## config.mk

```make
export PLATFORM = sky130hd
export DESIGN_NAME = sig_crc_serial
export DESIGN_NICKNAME = d
export VERILOG_FILES = /design/src/rtl/sigcrc_pkg.sv /design/src/rtl/sigcrc_ctrl.sv /design/src/rtl/sigcrc_remainder.sv /design/src/rtl/sigcrc_serializer.sv /design/src/rtl/sig_crc_serial.sv
export SDC_FILE = /design/constraint.sdc
export NUM_CORES = 1
export LEC_CHECK = 0
export ABC_AREA = 0
export BUFFER_PORTS_ARGS = -buffer_cell sky130_fd_sc_hd__buf_2
export CORE_ASPECT_RATIO = 0.6
export CORE_MARGIN = 10
export CORE_UTILIZATION = 33
export DETAILED_ROUTE_END_ITERATION = 16
export GPL_TIMING_DRIVEN = 0
export PLACE_DENSITY = 0.54
export SLEW_MARGIN = 20
export SYNTH_ARGS = -nofsm -noshare
export SYNTH_HDL_FRONTEND = slang
export SYNTH_HIERARCHICAL = 1
export SYNTH_SLANG_ARGS = --single-unit
export TNS_END_PERCENT = 30
```

## constraint.sdc

```tcl
create_clock -name clk -period 2.6 [get_ports clk]
set_input_delay 0.13 -clock clk [delete_from_list [all_inputs] [get_ports clk]]
set_output_delay 0.13 -clock clk [all_outputs]
set_load 0.05 [all_outputs]
```

## src/rtl/sigcrc_pkg.sv

```systemverilog
// Shared types for the serial header CRC generator.
// Assumes nothing beyond a single clock domain.
package sigcrc_pkg;

    // Framing state of the message controller.
    typedef enum logic [1:0] {
        ST_IDLE  = 2'd0,
        ST_ACCUM = 2'd1,
        ST_SEND  = 2'd2
    } frame_state_t;

endpackage

```

## src/rtl/sigcrc_ctrl.sv

```systemverilog
// Message framing controller. It decides which input strobes are accepted,
// latches the mode at the start of a message, and hands control to the
// serializer when the message ends. It assumes that ser_last marks the
// cycle in which the final check bit is presented.
module sigcrc_ctrl
    import sigcrc_pkg::*;
(
    input  logic clk,
    input  logic rst_n,
    input  logic mode_in,
    input  logic msg_start,
    input  logic msg_valid,
    input  logic msg_end,
    input  logic ser_last,
    output logic accept,
    output logic start_acc,
    output logic step_en,
    output logic end_acc,
    output logic mode_eff
);

    frame_state_t state_q, state_d;
    logic         mode_q;
    logic         open_msg;

    // Acceptance decode for the current cycle.
    always_comb begin
        accept    = (state_q != ST_SEND);
        start_acc = accept && msg_start;
        open_msg  = start_acc || (state_q == ST_ACCUM);
        step_en   = open_msg && msg_valid;
        end_acc   = open_msg && msg_end;
        mode_eff  = start_acc ? mode_in : mode_q;
    end

    // Next-state selection for framing.
    always_comb begin
        state_d = state_q;
        if (state_q == ST_SEND) begin
            if (ser_last) state_d = ST_IDLE;
        end else if (end_acc) begin
            state_d = ST_SEND;
        end else if (start_acc) begin
            state_d = ST_ACCUM;
        end
    end

    // State and latched mode registers.
    always_ff @(posedge clk) begin
        if (!rst_n) begin
            state_q <= ST_IDLE;
            mode_q  <= 1'b0;
        end else begin
            state_q <= state_d;
            if (start_acc) mode_q <= mode_in;
        end
    end

endmodule

```

## src/rtl/sigcrc_remainder.sv

```systemverilog
// Remainder register shared by both check widths. In the narrow mode only
// the low WS bits are live: feedback comes from bit WS-1, and the upper
// bits are held at zero. It assumes WL > WS.
module sigcrc_remainder #(
    parameter int unsigned WL     = 8,
    parameter int unsigned WS     = 4,
    parameter logic [WL-1:0] POLY_L = 8'h07,
    parameter logic [WS-1:0] POLY_S = 4'h3
) (
    input  logic          clk,
    input  logic          rst_n,
    input  logic          use_short,
    input  logic          preset,
    input  logic          step_en,
    input  logic          din,
    output logic [WL-1:0] rem_nxt,
    output logic [WL-1:0] mask
);

    localparam logic [WL-1:0] MASK_S = {{(WL-WS){1'b0}}, {WS{1'b1}}};
    localparam logic [WL-1:0] POLY_SX = {{(WL-WS){1'b0}}, POLY_S};

    logic [WL-1:0] rem_q;
    logic [WL-1:0] base;
    logic [WL-1:0] shifted;
    logic          fb;

    // One division step on the preset or held remainder.
    always_comb begin
        mask    = use_short ? MASK_S : {WL{1'b1}};
        base    = preset ? mask : rem_q;
        fb      = (use_short ? base[WS-1] : base[WL-1]) ^ din;
        shifted = (base << 1) & mask;
        if (fb) shifted = shifted ^ (use_short ? POLY_SX : POLY_L);
        rem_nxt = step_en ? shifted : base;
    end

    // Remainder storage.
    always_ff @(posedge clk) begin
        if (!rst_n)                 rem_q <= {WL{1'b1}};
        else if (preset || step_en) rem_q <= rem_nxt;
    end

endmodule

```

## src/rtl/sigcrc_serializer.sv

```systemverilog
// Shifts a loaded check value out MSB first. The count of bits is set by
// the mode captured at load. It assumes that load arrives only while no
// value is being emitted.
module sigcrc_serializer #(
    parameter int unsigned WL = 8,
    parameter int unsigned WS = 4
) (
    input  logic          clk,
    input  logic          rst_n,
    input  logic          load,
    input  logic          use_short,
    input  logic [WL-1:0] value,
    output logic          out_valid,
    output logic          out_bit,
    output logic          out_last
);

    localparam int unsigned CW = $clog2(WL + 1);
    localparam logic [CW-1:0] N_L = CW'(WL);
    localparam logic [CW-1:0] N_S = CW'(WS);
    localparam logic [CW-1:0] ONE = CW'(1);

    logic [WL-1:0] sh_q;
    logic [CW-1:0] left_q;
    logic          short_q;

    // Output decode from the shift state.
    always_comb begin
        out_valid = (left_q != '0);
        out_last  = (left_q == ONE);
        out_bit   = short_q ? sh_q[WS-1] : sh_q[WL-1];
    end

    // Load or advance the shift register and remaining-bit count.
    always_ff @(posedge clk) begin
        if (!rst_n) begin
            sh_q    <= '0;
            left_q  <= '0;
            short_q <= 1'b0;
        end else if (load) begin
            sh_q    <= value;
            left_q  <= use_short ? N_S : N_L;
            short_q <= use_short;
        end else if (left_q != '0) begin
            sh_q   <= sh_q << 1;
            left_q <= left_q - ONE;
        end
    end

endmodule

```

## src/rtl/sig_crc_serial.sv

```systemverilog
// Bit-serial header CRC generator with selectable 8-bit or 4-bit width.
// It assumes that mode_short is held from msg_start until crc_last.
module sig_crc_serial #(
    parameter int unsigned WL     = 8,
    parameter int unsigned WS     = 4,
    parameter logic [WL-1:0] POLY_L = 8'h07,
    parameter logic [WS-1:0] POLY_S = 4'h3
) (
    input  logic clk,
    input  logic rst_n,
    input  logic mode_short,
    input  logic msg_start,
    input  logic msg_valid,
    input  logic msg_bit,
    input  logic msg_end,
    output logic in_ready,
    output logic crc_valid,
    output logic crc_bit,
    output logic crc_last
);

    logic          start_acc;
    logic          step_en;
    logic          end_acc;
    logic          mode_eff;
    logic [WL-1:0] rem_nxt;
    logic [WL-1:0] mask;
    logic [WL-1:0] check_val;

    sigcrc_ctrl u_ctrl (
        .clk       (clk),
        .rst_n     (rst_n),
        .mode_in   (mode_short),
        .msg_start (msg_start),
        .msg_valid (msg_valid),
        .msg_end   (msg_end),
        .ser_last  (crc_last),
        .accept    (in_ready),
        .start_acc (start_acc),
        .step_en   (step_en),
        .end_acc   (end_acc),
        .mode_eff  (mode_eff)
    );

    sigcrc_remainder #(
        .WL(WL), .WS(WS), .POLY_L(POLY_L), .POLY_S(POLY_S)
    ) u_rem (
        .clk       (clk),
        .rst_n     (rst_n),
        .use_short (mode_eff),
        .preset    (start_acc),
        .step_en   (step_en),
        .din       (msg_bit),
        .rem_nxt   (rem_nxt),
        .mask      (mask)
    );

    // Final inversion of the remainder, confined to the live width.
    always_comb check_val = ~rem_nxt & mask;

    sigcrc_serializer #(
        .WL(WL), .WS(WS)
    ) u_ser (
        .clk       (clk),
        .rst_n     (rst_n),
        .load      (end_acc),
        .use_short (mode_eff),
        .value     (check_val),
        .out_valid (crc_valid),
        .out_bit   (crc_bit),
        .out_last  (crc_last)
    );

endmodule

```

==> key figures, run 1 <==
Global routing
  – Initial antenna violation count: 0
  – GRT Overall Usage: 0.0823
  – Vias in the first global route: between 1000 and 1500
  – Overflow after GRT: 0
  – Largest net degree at the start of global routing: 21
  – First-pass GRT wire length: between 5 and 6 mm

Die
  – Io pins: 11
  – Die Span X: 105 µm
  – DIE AREA: 7500 µm²
  – Core area: 4170 µm²
  – Initial Util: 0.346
  – Row Count: 18
  – Die height: 71.2 µm

Layout
  – Multi-input gate area in the final layout: 847 µm²
  – Total of fill cells in the finished design: 441
  – Final instance area: 1640 µm²
  – Area Growth Syn to Fin: 13.6%
  – Non-Filler Instances: 241
  – Antenna Diode Count: 0
  – Register area: 482 µm²
  – Final cell utilization of the core: 0.393
  – Share of cells above drive strength 1: 0.249
  – Nets: ~190

Synthesis
  – Synth Warn #: 6
  – Post-synth cell types: slightly above 40
  – Ys async rst share: 0
  – EDFF count, synth: 0
  – Leading area contributor after synthesis: dfxtp_1
  – Top cells by count, synth: dfxtp_1, a21oi_1, o21ai_0
  – Mapped Cells: between 150 and 200
  – Synth top area share: 0.333
  – Leading cell type by number of instances after synthesis: dfxtp_1
  – Seq/Total Area, Yosys: 0.333
  – Leading register cell type out of synthesis: dfxtp_1
  – Top area cells in the synthesized netlist: dfxtp_1, mux2i_1, nor2b_4, a21oi_1, o21ai_0
  – Synthesized flop and latch total: 24
  – Synthesized area per cell: 8.79 µm²
  – Synthesized cell area: 1440 µm²

Critical path
  – Delay-heaviest family, CP: multiplexers
  – Arrival time worst endpoint: 2.55 ns
  – Critical-path cell list: nand2b_4 > and2_4 > mux2_4 > mux2i_2 > xnor2_1 > mux2i_1 > o21ai_0 > nor2b_4 > o21ai_0 > a21oi_1
  – Worst path slowest cell: dfxtp_2
  – Worst path max stage delay: 0.38 ns
  – CP bufs+invs: 0
  – Crit path kind: reg2reg
  – Cell mode on critical path: o21ai_0
  – Startpoint types: flop
  – Worst Path Required: 2.81 ns
  – CP Capture Type: flop
  – CP Max Fanout: 9

Detailed routing
  – DRC errors left: 0
  – Via Count: between 1000 and 1500
  – Total routed wirelength: roughly 3.0 mm
  – Vias per cell: around 4.7
  – DR WL/cell: 12.3 µm
  – First drt pass iteration count: 4
  – Iteration-0 DRC Markers: 70
  – DRT antenna net count: 0

Clock tree
  – CTS Sinks: 24
  – Post-CTS Hold Buffers: 0
  – Number of H-tree levels: 1
  – Clk buf depth: 2
  – Post-CTS Setup Inserts: 0
  – CTS resizes: 0
  – Clk root buf: clkbuf_8
  – Total CTS buffers: 3
  – Worst-path clk slew: roughly 0.09 ns
  – CTS tree: built
  – Clk_lat worst skew: about 0.27 ns

Pwr
  – Internal: 0.868 mW
  – Logic pwr share: 0.468
  – P_leak: a little under 0.7 nW
  – Switching pwr: 0.533 mW
  – Maximum VDD drop: 0.000282 V
  – Pwr per Cell Area: 856 nW/µm²
  – Sw frac: 0.381
  – Clock share of power: 0.185
  – Flop pwr share: 0.347
  – Total power: 1.40 mW

Outcome
  – Status: finished clean

Place
  – GPL Wtd Cong: about 0.72
  – Port-buffer cells: 10
  – Placed Cells incl. Taps: between 200 and 250
  – Final HPWL from detailed placement: 2.20 mm
  – DP Area: around 1600 µm²

Timing
  – Max Slew Vio Count: 0
  – TNS Setup: 0 ns
  – Post-layout min period: 2.34 ns
  – FMAX: 0.428 GHz
  – Setup violations, final: 0
  – Tcrit/Tclk final: 0.899
  – Final Hold Fails: 0
  – Worst Clk Skew: 0.00516 ns

Min path
  – Worst hold path type: in2reg

Flow run
  – Max-Cap Viols: 0
==> tightest hold or removal path: stages <==
cell and delay (ns):
buf_2 0.11, nand2_1 0.05, mux2i_1 0.06
==> power by group through the flow <==
stage	Clock, mW	Sequential, mW	Combinational, mW
floorplan	0	0.481	0.557
global route	0.283	0.499	0.716
global placement	0	0.491	0.651
CTS	0.272	0.486	0.661
detailed placement	0	0.495	0.657
finish	0.259	0.487	0.655
==> cell type report <==
type	count	area share
clock buffers	4	0.0336
flip-flops and latches	24	0.294
well taps	60	0.0458
repair buffers	10	0.0306
plain buffers	12	0.0581
inverters	9	0.0206
multi-input cells	122	0.517
==> logic make-up (layout without fill, tap and decap cells) <==
kind of cell / count (synthesis) / after routing / synth area share
AND/OR/NAND/NOR: 55 / 55 / 0.251
AO/OA/AOI/OAI: 43 / 43 / 0.179
flip-flops: 24 / 24 / 0.333
buffers and inverters: 21 / 35 / 0.0894
multiplexers: 13 / 13 / 0.0946
XOR/XNOR: 4 / 4 / 0.0243
adder cells (fa/ha/maj): 3 / 3 / 0.0260
other: 1 / 4 / 0.00260
==> final timing paths <==
check	startpoint	to	slack, ns	cells past startpoint
hold reg to reg	u_ctrl/mode_q	u_ctrl/mode_q	0.46	2
hold / removal	mode_short	u_ctrl/mode_q	0.11	3
setup reg to reg	u_ctrl/state_q[0]	u_ser/sh_q[1]	0.26	10
setup / recovery	u_ctrl/state_q[0]	u_ser/sh_q[1]	0.26	10
==> registers in the layout, indices dropped and copies added (netlist names) <==
signal	cells
u_ctrl/state_q	2
u_ctrl/mode_q	1
u_ser/left_q	4
u_ser/sh_q	8
u_rem/rem_q	8
u_ser/short_q	1
==> per-layer routing <==
metal / wire length (µm) / up-vias / global-route usage
met1: 1560 / 545 / 0.107
met5: 0 / - / 0
li1: - / 584 / -
met4: 29 / 0 / 0.0227
met3: 114 / 4 / 0.0307
met2: 1250 / 11 / 0.124
==> layout by cell type (no fill, tap or decap), drive strengths merged, types with 2 or more instances in the layout <==
cell type | netlist | layout
a21oi | 17 | 17
and2 | 3 | 3
and2b | 2 | 2
buf | 11 | 21
clkbuf | 1 | 5
conb | 1 | 4
dfxtp | 24 | 24
ha | 3 | 3
inv | 8 | 8
mux2 | 2 | 2
mux2i | 11 | 11
nand2 | 13 | 13
nand2b | 3 | 3
nand3 | 2 | 2
nor2 | 9 | 9
nor2b | 10 | 10
nor3 | 4 | 4
nor3b | 3 | 3
o211ai | 2 | 2
o21ai | 16 | 16
or2 | 4 | 4
xnor2 | 2 | 2
xor2 | 2 | 2
==> through the flow <==
stage                     hold slack [ns]  setup WS (ns)
after floorplan                     0.203          0.331
after global placement              0.391          0.233
after detailed placement            0.413          0.178
after CTS                           0.113          0.140
after global routing                0.133       -0.00715
final                               0.115          0.262
Power figures use the tool's default switching activity.
==> run 2, diff against run 1 <==
- CELL_PAD_IN_SITES_DETAIL_PLACEMENT: not set -> 0
- CELL_PAD_IN_SITES_GLOBAL_PLACEMENT: not set -> 2
- PLACE_DENSITY: 0.54 -> 0.74
==> run 2 against run 1 <==
Clock-buffer cell count shrank 1. Critical path depth is the same. First-iteration DRC count shrank 1.4%. Non-clock buffer count is the same. Cell area shrank 0.92%. Combinational power grew 2%. Die area is the same. Clock skew grew 0.0017 ns. Flip-flop and latch count is the same. Utilization shrank 0.36 points. Power shrank 1.7%. Largest power group unchanged.
==> key figures, run 2 (synthesis gave the netlist of run 1 again) <==
Layout
  – Final instance area: 1620 µm² (-0.92%)
  – Antenna Diode Count: 0 (unchanged)
  – Top Registers: u_rem/rem_q (8), u_ser/sh_q (8), u_ser/left_q (4)
  – Total of fill cells in the finished design: 454 (+2.9%)
  – Commonest non-fill, non-tap cell in the layout: dfxtp_1
  – Area Growth Syn to Fin: 12.6%
  – Non-Filler Instances: 240 (-0.41%)
  – Nets: 192 (unchanged)
  – Most frequent cells in the layout: dfxtp_1, a21oi_1, o21ai_0
  – Final cell utilization of the core: 0.389 (-0.00360)
  – Share of cells above drive strength 1: 0.239 (-0.00973)

Place
  – DP Area: 1580 µm² (unchanged)
  – Placed Cells incl. Taps: 237 (unchanged)
  – Port-buffer cells: 10 (unchanged)
  – GPL Wtd Cong: 0.775 (+8.4%)
  – Final HPWL from detailed placement: 2.36 mm (+7.0%)
  – Dpl ws: 0.160 ns (-0.0181 ns)

Timing
  – Final Hold Fails: 0 (unchanged)
  – RSZ-0062 raised after global routing: false
  – Tcrit/Tclk final: 0.931 (+0.0312)
  – Setup violations, final: 0 (unchanged)
  – Worst hold slack: 0.115 ns (+0.000100 ns)
  – FMAX: 0.413 GHz (-3.4%)
  – Final Worst Setup Slack: 0.181 ns (-0.0811 ns)
  – Worst Clk Skew: 0.00684 ns (+0.00168 ns)
  – TNS Setup: 0 ns (unchanged)
  – Post-layout min period: 2.42 ns (+0.0811 ns)
  – Max Slew Vio Count: 0 (unchanged)

Die
  – DIE AREA: 7500 µm² (unchanged)
  – Row Count: 18 (unchanged)
  – Die Span X: 105 µm (unchanged)
  – Die height: 71.2 µm (unchanged)
  – Initial Util: 0.346 (unchanged)
  – Core area: 4170 µm² (unchanged)
  – Io pins: 11 (unchanged)

Pwr
  – Maximum VDD drop: 0.000325 V (+15%)
  – Total power: 1.38 mW (-1.7%)
  – P_leak: 0.684 nW (-1.1%)
  – Pwr per Cell Area: 849 nW/µm² (-0.78%)

Detailed routing
  – First drt pass iteration count: 6 (+2)
  – DR WL/cell: 12.9 µm (+4.8%)
  – Iteration-0 DRC Markers: 69 (-1.4%)
  – DRC errors left: 0 (unchanged)
  – Via Count: 1153 (+0.79%)
  – DRT antenna net count: 0 (unchanged)
  – Vias per cell: 4.80 (+1.2%)
  – Total routed wirelength: 3.09 mm (+4.3%)

Min path
  – Worst hold path type: in2reg

Global routing
  – Overflow after GRT: 0 (unchanged)
  – Largest net degree at the start of global routing: 21 (unchanged)
  – First-pass GRT wire length: 5.33 mm (+3.6%)
  – GRT Overall Usage: 0.0856 (+0.00336)
  – Initial antenna violation count: 0 (unchanged)
  – Vias in the first global route: 1087 (-3.1%)

Critical path
  – Arrival time worst endpoint: 2.62 ns (+0.07 ns)
  – Worst Path Required: 2.80 ns (about the same)
  – CP Capture Type: flop
  – CP Max Fanout: 9 (unchanged)
  – Crit path kind: reg2reg
  – Startpoint types: flop

Clock tree
  – Clk buf depth: 2 (unchanged)
  – CTS Sinks: 24 (unchanged)
  – CTS tree: built
  – CTS resizes: 0 (unchanged)
  – Worst-path clk slew: 0.09 ns (about the same)
  – Clk_lat worst skew: 0.26 ns (about the same)
  – Number of H-tree levels: 1 (unchanged)
  – Post-CTS Setup Inserts: 0 (unchanged)
  – Post-CTS Hold Buffers: 0 (unchanged)
  – Clk root buf: clkbuf_8
  – Total CTS buffers: 3 (unchanged)

Flow run
  – Max-Cap Viols: 0 (unchanged)

Outcome
  – Status: finished clean
run 2: changes by cell type in the layout (fill, tap and decap cells not counted), sizes merged:
cell | previous run | this run
clkbuf | 5 | 4
run 2: final timing paths:
kind / from / end / cells past startpoint / slack (ns)
worst max register to register: u_ctrl/state_q[0] / u_ser/sh_q[1] / 10 / 0.18
worst min register to register: u_ctrl/mode_q / u_ctrl/mode_q / 2 / 0.47
worst min-delay path: mode_short / u_ctrl/mode_q / 3 / 0.11
worst max-delay path: u_ctrl/state_q[0] / u_ser/sh_q[1] / 10 / 0.18
run 2: area by class of cell:
class	count	area, µm²	area share
Sequential cell	24	480	0.296
Tap cell	60	75.1	0.0463
Multi-Input combinational cell	122	847	0.522
Inverter	9	33.8	0.0208
Timing Repair Buffer	10	50.0	0.0308
Buffer	12	95.1	0.0586
Clock buffer	3	41.3	0.0254
run 2: metal layers:
layer  routed length, µm  part of all wire  GRT usage  up-vias
li1                    -                 -          -      590
met1                1690              0.55      0.123      537
met2                1220              0.39      0.121       24
met3                 142             0.046     0.0235        2
met4                  34             0.011     0.0227        0
met5                   0                 0          0        -
run 2: worst max-delay path, cell delays in order, from the launching register on:
cell and delay (ns):
dfxtp_1 0.41, nand2b_4 0.15, and2_4 0.17, mux2_4 0.37, mux2i_2 0.28, xnor2_1 0.17, mux2i_1 0.26, o21ai_0 0.19
nor2b_4 0.13, o21ai_0 0.07, a21oi_1 0.13
run 2: power by group:
part	switching [mW]	internal [mW]	leakage (nW)
registers	0.0575	0.434	0.198
logic	0.367	0.300	0.465
clock network	0.116	0.104	0.0216
